--- src/rtl/i2c_byte_master.sv ---
module i2c_byte_master #(
  parameter int PRE_LO = 16,
  parameter int PRE_HI = 512,
  parameter int DIV_W  = 4
) (
  input  logic       clk,
  input  logic       rst_n,
  input  logic       reg_we,
  input  logic [1:0] reg_addr,
  input  logic [7:0] reg_wdata,
  output logic [7:0] reg_rdata,
  output logic       irq,
  output logic       scl_o,
  output logic       sda_o,
  input  logic       sda_i
);

  localparam int CW = $clog2((PRE_HI / 4) * (1 << DIV_W)) + 1;
  localparam logic [1:0] A_CTRL = 2'd0, A_STAT = 2'd1, A_OWN = 2'd2, A_SHIFT = 2'd3;

  typedef enum logic [2:0] {S_IDLE, S_START, S_BIT, S_HOLD, S_STOP} st_t;

  st_t             st;
  logic [DIV_W-1:0] div;
  logic            pend, ie, psel, ackgen, en, ackrx;
  logic [1:0]      mode;
  logic [7:0]      own, shreg;
  logic [1:0]      q;
  logic [3:0]      bitn;
  logic            rx, samp, start_req, stop_req;
  logic [CW-1:0]   cnt, lim;
  logic            tick, busy;

  wire wr_ctrl   = reg_we && reg_addr == A_CTRL;
  wire wr_stat   = reg_we && reg_addr == A_STAT;
  wire wr_own    = reg_we && reg_addr == A_OWN;
  wire wr_shift  = reg_we && reg_addr == A_SHIFT;
  wire cmd_start = wr_stat && reg_wdata[7] && reg_wdata[5] && reg_wdata[4];
  wire cmd_stop  = wr_stat && !reg_wdata[5] && reg_wdata[4];
  wire release_p = wr_ctrl && !reg_wdata[4] && pend;

  assign lim  = CW'((psel ? PRE_HI / 4 : PRE_LO / 4) * (int'(div) + 1) - 1);
  assign tick = (st != S_IDLE) && (st != S_HOLD) && (cnt == lim);
  assign busy = (st != S_IDLE);
  assign irq  = pend & ie;

  always_comb begin
    case (reg_addr)
      A_CTRL:  reg_rdata = {ackgen, psel, ie, pend, 4'(div)};
      A_STAT:  reg_rdata = {mode, busy, en, 3'b000, ackrx};
      A_OWN:   reg_rdata = own;
      default: reg_rdata = shreg;
    endcase
  end

  always_ff @(posedge clk) begin
    if (!rst_n) begin
      st <= S_IDLE; div <= '0; pend <= 1'b0; ie <= 1'b0; psel <= 1'b0;
      ackgen <= 1'b0; en <= 1'b0; ackrx <= 1'b0; mode <= 2'b00;
      own <= '0; shreg <= '0; q <= '0; bitn <= '0; rx <= 1'b0;
      samp <= 1'b0; start_req <= 1'b0; stop_req <= 1'b0; cnt <= '0;
    end else begin
      if (wr_ctrl) begin
        div    <= DIV_W'(reg_wdata[3:0]);
        ie     <= reg_wdata[5];
        psel   <= reg_wdata[6];
        ackgen <= reg_wdata[7];
        if (!reg_wdata[4]) pend <= 1'b0;
      end
      if (wr_stat) begin
        mode <= reg_wdata[7:6];
        en   <= reg_wdata[4];
      end
      if (wr_own) own <= reg_wdata;
      if (wr_shift && st != S_BIT) shreg <= reg_wdata;
      cnt <= (tick || st == S_IDLE || st == S_HOLD) ? '0 : cnt + 1'b1;
      if (tick) q <= q + 2'd1;
      case (st)
        S_IDLE: if (cmd_start) begin
          st <= S_START;
          q  <= '0;
        end
        S_START: if (tick && q == 2'd3) begin
          st   <= S_BIT;
          rx   <= 1'b0;
          bitn <= '0;
        end
        S_BIT: if (tick) begin
          if (q == 2'd2) samp <= sda_i;
          if (q == 2'd3) begin
            if (bitn == 4'd8) begin
              st   <= S_HOLD;
              pend <= 1'b1;
              if (!rx) ackrx <= samp;
            end else begin
              shreg <= {shreg[6:0], rx ? samp : shreg[7]};
              bitn  <= bitn + 4'd1;
            end
          end
        end
        S_HOLD: begin
          if (cmd_start) start_req <= 1'b1;
          if (cmd_stop)  stop_req  <= 1'b1;
          if (release_p) begin
            start_req <= 1'b0;
            stop_req  <= 1'b0;
            q         <= '0;
            if (stop_req)       st <= S_STOP;
            else if (start_req) st <= S_START;
            else begin
              st   <= S_BIT;
              rx   <= !mode[0];
              bitn <= '0;
            end
          end
        end
        S_STOP: if (tick && q == 2'd3) st <= S_IDLE;
        default: st <= S_IDLE;
      endcase
    end
  end

  always_comb begin
    case (st)
      S_START: begin scl_o = (q == 2'd1) || (q == 2'd2); sda_o = !q[1]; end
      S_BIT: begin
        scl_o = q[1];
        if (bitn == 4'd8) sda_o = rx ? !ackgen : 1'b1;
        else              sda_o = rx ? 1'b1 : shreg[7];
      end
      S_HOLD:  begin scl_o = 1'b0; sda_o = 1'b1; end
      S_STOP:  begin scl_o = (q != 2'd0); sda_o = (q == 2'd3); end
      default: begin scl_o = 1'b1; sda_o = 1'b1; end
    endcase
  end

  AST_SDA_STABLE_HIGH: assert property (@(posedge clk) disable iff (!rst_n)
    (st == S_BIT && scl_o && $past(st == S_BIT && scl_o)) |-> $stable(sda_o));
  AST_BIT_RANGE: assert property (@(posedge clk) disable iff (!rst_n)
    (st == S_BIT) |-> (bitn <= 4'd8));
  AST_PEND_FROM_BYTE: assert property (@(posedge clk) disable iff (!rst_n)
    $rose(pend) |-> $past(st == S_BIT));
  AST_PEND_SCL_LOW: assert property (@(posedge clk) disable iff (!rst_n)
    pend |-> !scl_o);
  AST_HOLD_NEEDS_RELEASE: assert property (@(posedge clk) disable iff (!rst_n)
    ($past(st == S_HOLD) && st != S_HOLD) |-> $past(release_p));
  AST_IDLE_NO_PEND: assert property (@(posedge clk) disable iff (!rst_n)
    (st == S_IDLE) |-> !pend);

endmodule

--- config.mk ---
export PLATFORM = sky130hd
export DESIGN_NAME = i2c_byte_master
export DESIGN_NICKNAME = d
export VERILOG_FILES = /design/src/rtl/i2c_byte_master.sv
export SDC_FILE = /design/constraint.sdc
export NUM_CORES = 1
export LEC_CHECK = 0
export BUFFER_PORTS_ARGS = -buffer_cell sky130_fd_sc_hd__buf_2
export CAP_MARGIN = 20
export CORE_MARGIN = 2
export CORE_UTILIZATION = 30
export CTS_BUF_LIST = sky130_fd_sc_hd__clkbuf_8
export DETAILED_ROUTE_END_ITERATION = 6
export SYNTH_ARGS = -nofsm -noshare
export SYNTH_HDL_FRONTEND = slang
export SYNTH_SLANG_ARGS = --single-unit
--- constraint.sdc ---
create_clock -name clk -period 12.3 [get_ports clk]
set_input_delay 2.46 -clock clk [delete_from_list [all_inputs] [get_ports clk]]
set_output_delay 2.46 -clock clk [all_outputs]
set_load 0.02 [all_outputs]
==> out/metrics.yaml, run 1 <==
status:
  outcome: "finished clean"
die:
  die_h_um: 109.9
  core_um2: 10890
  initial_core_util_pct: 30.90
  fp.dieW_um: 109.9
  ios: 25
  dieArea_um2: 12080
  placementRows: 38
setup_path:
  worst_path_max_delay_cell: "mux4_1"
  cp-start-kind: "input pin"
  max_stage_delay_ps: 620
  crit_arrival_ps: 3530
  end_kind: "output pin"
  crit_required_ps: 9840
  worstPathBufferInverterCount: 2
  cp_max_fo: 11
  critPathTopFamily: "multiplexers"
  criticalPathCategory: "input pin to output pin"
  crit_chain: "buf_2 -> mux4_1 -> buf_2"
  crit_path_frequent_cell: "buf_2"
timing:
  final_hold_viol_count: 0
  relSlewSlack_pct: 46.89
  slew_violations: 0
  tightestPinTransition_ps: 794.3
  clock_skew_ps: 10.82
  tns_ps: 0
  period_needed_ps: 5993
  fmax_ghz: 0.1669
  grt_setup_unrepaired: "false"
  whs_ps: 468.7
  min_period_over_period_pct: 48.72
  finalSetupViolCount: 0
detailed_routing:
  wire_per_inst_um: 14.08
  dr.first_iter.drc_count: 137
  vias: 2657
  ant_nets: 0
  drcViolationCount: 0
  via_per_inst: 4.985
  drt-pass1-iter-count: 4
  drt-total-wl_um: 7503
finish:
  nets: 428
  mostFrequentLayoutCells: "dfxtp_1, nand2_1, nor2_1, mux2i_1, buf_2"
  finish.utilization_pct: 33.65
  fin_cells: 533
  insertedDiodeCount: 0
  area_growth_pct: 8.888
  fillers: 1114
  final_common_cell: "dfxtp_1"
  layout-drive-gt1-share_pct: 13.49
clocking:
  cts_resized: 0
  clock_latency_ps: 310
  clock_path_buffers: 2
  tritoncts: "yes"
  cts_setup_buffers: 0
  clkTransAtPathRegs_ps: 100
  root_buffer: "clkbuf_8"
  cts_buffers: 5
  clock-sinks: 53
  ctsHoldBuffers: 0
  cts_htree_levels: 2
power_and_ir_drop:
  ir_worst_vdd_mv: 0.04028
  power_uw: 327.6
  cellPowerDensity_nw_per_um2: 89.43
  power.leakage_uw: 0.001537
global_routing:
  track_usage_pct: 12.82
  gr-max-usage-layer: "met2"
  grt_max_degree: 41
  gr-usage-met3_pct: 1.660
  grt_pass1_vias: 2506
  grtUsageMet2_pct: 21.87
  antenna_found_initial: 0
  overflow: 0
  grt_use_met1_pct: 16.61
  grt_pass1_wl_um: 12300
synth:
  synthCells: 377
  syn_avg_cell_area_um2: 8.924
  mappedNetlistNets: 413
  yosys.area.top_type: "dfxtp_1"
  synth-edff-count: 0
  synth.distinct_cells: 59
  synth_top_area_share_pct: 31.54
  synth-seq-cells: 53
  synth_area_um2: 3364
  yosysSeqAreaShare_pct: 31.54
  synthTopCellsByArea: "dfxtp_1, ha_1, mux2i_1"
  yosysWarningCount: 0
  synth_flop_cell: "dfxtp_1"
  ys_async_sr_fraction_pct: 0
place:
  place_inst: 525
  portBuffers: 24
  gp_congestion: 0.7488
  hpwlAfterDp_um: 5572
flow_run:
  max_cap_viol_count: 0
worst_hold_path:
  hp-class: "flip-flop to flip-flop"
## per-stage QoR
stage                     cell area [um2]  setup WS (ps)
after floorplan                      3364           6324
after global placement               3573           6302
after detailed placement             3573           6325
after CTS                            3664           6304
after global routing                 3664           6289
final                                3664           6307
## report_power, final
part	internal (uW)	switching, uW	leakage (uW)	total, uW
sequential	174	3.03	0.000429	177
clock	40.6	63.5	0.0000445	104
combinational	22.1	24.0	0.00106	46.1
total	237	90.5	0.00154	328
## cell type report
cell class                 instances  area [um2]  share of cell area (%)
sequential                        53        1061                   28.96
multi-input combinational        289        2142                   58.47
inverter                          18       67.56                   1.844
timing repair buffer              25       127.6                   3.484
clock buffer                       5       68.82                   1.878
clock inverter                     3       21.27                  0.5806
tap                              140       175.2                   4.781
## logic make-up (layout without fill, tap and decap cells)
group           after synthesis  in the layout  synth area share [%]
buf+inv                      35             51                 4.797
compound gates               69             69                 15.51
mux                          33             33                 11.94
xor+xnor                     26             26                 6.768
fa+ha+maj                    22             22                 8.405
simple gates                139            139                 21.05
flops                        53             53                 31.54
## worst register-to-register path, delay by kind of cell (launching register included)
| kind | cells | cell delay (ps) |
|---|---|---|
| AO/OA/AOI/OAI | 2 | 550 |
| XOR/XNOR | 3 | 500 |
| adder cells (fa/ha/maj) | 4 | 1210 |
| flip-flops | 1 | 540 |
| AND/OR/NAND/NOR | 5 | 1870 |
## registers in the layout (all words and copies together) (netlist names)
signal	flops
psel	1
mode	2
ie	1
shreg	8
ackgen	1
en	1
st	3
div	4
ackrx	1
stop_req	1
own	8
rx	1
q	2
samp	1
start_req	1
cnt	12
bitn	4
pend	1
## per-layer routing
| metal | part of all wire [%] | vias up | wire length (um) |
|---|---|---|---|
| li1 | - | 1356 | - |
| met1 | 48 | 1265 | 3596 |
| met2 | 49 | 30 | 3652 |
| met3 | 2.1 | 6 | 157 |
| met4 | 1.3 | 0 | 96 |
| met5 | 0 | - | 0 |
## final timing paths
path         depth (start not counted)  slack, ps        start            to
min reg2reg                          1        470       cnt[0]        cnt[0]
min                                  1        470       cnt[0]        cnt[0]
max                                  3       6310  reg_addr[0]  reg_rdata[0]
max reg2reg                         14       7590       div[0]       bitn[0]
## cell usage after synthesis, types with 2 or more instances
master	count
dfxtp_1	53
nand2_1	40
nor2_1	28
mux2i_1	24
ha_1	21
inv_1	18
nor2b_1	16
xnor2_1	15
xor2_1	11
a21boi_0	10
a21oi_1	10
clkbuf_1	10
nand3_1	10
o211a_1	10
o21ai_0	10
nand4_1	7
nand2b_1	6
o21a_1	6
and3_1	5
nor3_1	5
mux2_2	4
mux4_2	4
nor3b_1	4
a22o_1	3
a31oi_1	3
and2_1	3
buf_6	3
and2b_1	2
buf_2	2
nand3b_1	2
o21bai_1	2
or2_2	2
or3_1	2
Note: power is estimated with default switching activity, not from simulation.
==> run 2: changes to the inputs <==
- clock period: 12.3 -> 6.3 ns (I/O delays scaled with it)
==> out/metrics.yaml, run 2 (synthesis results as in run 1) <==
global_routing:
  overflow: 0
  grt_pass1_wl_um: 12520
  antenna_found_initial: 0
  track_usage_pct: 13.04
  grt_pass1_vias: 2600
  grt_max_degree: 41
place:
  dp_worst_setup_slack_ps: 1747
  gp_congestion: 0.7834
  hpwlAfterDp_um: 5690
  portBuffers: 24
setup_path:
  crit_path_frequent_cell: "ha_1"
  crit_chain: "ha_1 -> xor2_1 -> nand2_1 -> ha_1 -> ha_1 -> fa_1 -> xnor2_1 -> xnor2_1 -> nor4_2 -> nand4_1 -> nor3_2 -> nand4_1 -> a21boi_0 -> o21a_1"
  cp_max_fo: 19
  max_stage_delay_ps: 700
  criticalPathCategory: "flip-flop to flip-flop"
  end_kind: "flip-flop"
  reg2reg_slack_ps: 1740
  cp-start-kind: "flip-flop"
  worst_path_max_delay_cell: "nand4_1"
  crit_required_ps: 6570
  crit_arrival_ps: 4830
finish:
  layout-drive-gt1-share_pct: 13.49
  area_growth_pct: 9.000
  largestRegisters: "cnt: 12 flops, own: 8 flops, shreg: 8 flops"
  largest-register: "cnt"
  mostFrequentLayoutCells: "dfxtp_1, nand2_1, nor2_1, mux2i_1, buf_2"
  insertedDiodeCount: 0
  largest_register_ffs: 12
  final_common_cell: "dfxtp_1"
  finish.utilization_pct: 33.68
  nets: 428
flow_run:
  max_cap_viol_count: 0
timing:
  tightestPinTransition_ps: 775.1
  period_needed_ps: 4560
  finalSetupViolCount: 0
  fmax_ghz: 0.2193
  slew_violations: 0
  setup_slack_ps: 1740
  min_period_over_period_pct: 72.38
  final_hold_viol_count: 0
  clock_skew_ps: 10.31
  grt_setup_unrepaired: "false"
  relSlewSlack_pct: 48.17
  tns_ps: 0
die:
  dieArea_um2: 12080
  placementRows: 38
  core_um2: 10890
  die_h_um: 109.9
  ios: 25
  fp.dieW_um: 109.9
  initial_core_util_pct: 30.90
power_and_ir_drop:
  power_uw: 644.7
  ir_worst_vdd_mv: 0.08917
  power.leakage_uw: 0.001537
  cellPowerDensity_nw_per_um2: 175.8
clocking:
  cts_htree_levels: 2
  cts_resized: 0
  clock_latency_ps: 320
  cts_buffers: 5
  tritoncts: "yes"
  clock_path_buffers: 2
  ctsHoldBuffers: 0
  cts_setup_buffers: 0
  root_buffer: "clkbuf_8"
  clkTransAtPathRegs_ps: 110
  clock-sinks: 53
detailed_routing:
  via_per_inst: 5.009
  drt-total-wl_um: 7597
  drcViolationCount: 0
  drt-pass1-iter-count: 4
  ant_nets: 0
  wire_per_inst_um: 14.25
  dr.first_iter.drc_count: 113
  vias: 2670
worst_hold_path:
  hp-class: "flip-flop to flip-flop"
status:
  outcome: "finished clean"
## run 2: area by class of cell
| class | instances | area, um2 |
|---|---|---|
| clock inverter | 3 | 25.02 |
| timing repair buffer | 25 | 127.6 |
| sequential | 53 | 1061 |
| multi-input combinational | 289 | 2142 |
| clock buffer | 5 | 68.82 |
| tap | 140 | 175.2 |
| fill | 1109 | 7221 |
| inverter | 18 | 67.56 |
## run 2: power breakdown
part           internal, uW  total [uW]  switching (uW)
clock network          81.4         207             126
logic                  43.1        90.9            47.8
registers               341         347            5.92
## run 2: worst paths after layout
kind / startpoint / endpoint / depth (start not counted)
setup / recovery: div[0] / bitn[0] / 14
hold / removal: cnt[0] / cnt[0] / 1
setup reg to reg: div[0] / bitn[0] / 14
hold reg to reg: cnt[0] / cnt[0] / 1
## run 2: metal layers
metal,vias up,global-route usage [%],part of all wire (%)
met5,-,0,0
met3,11,1.304,1.8
met4,0,4.521,1.8
met1,1264,17.22,47
li1,1359,-,-
met2,36,22.04,50
## run 2: through the flow
stage | hold slack [ps] | cells | area (um2)
floorplan | 426.0 | 377 | 3364
global placement | 440.6 | 525 | 3573
detailed placement | 456.6 | 525 | 3573
CTS | 479.0 | 533 | 3667
global route | 495.8 | 533 | 3667
finish | 471.8 | 533 | 3667
## run 2: critical path, delay by kind of cell (launching register included)
family | cells | cell delay [ps]
AND/OR/NAND/NOR | 5 | 1700
AO/OA/AOI/OAI | 2 | 560
XOR/XNOR | 3 | 490
adder cells (fa/ha/maj) | 4 | 1220
flip-flops | 1 | 520
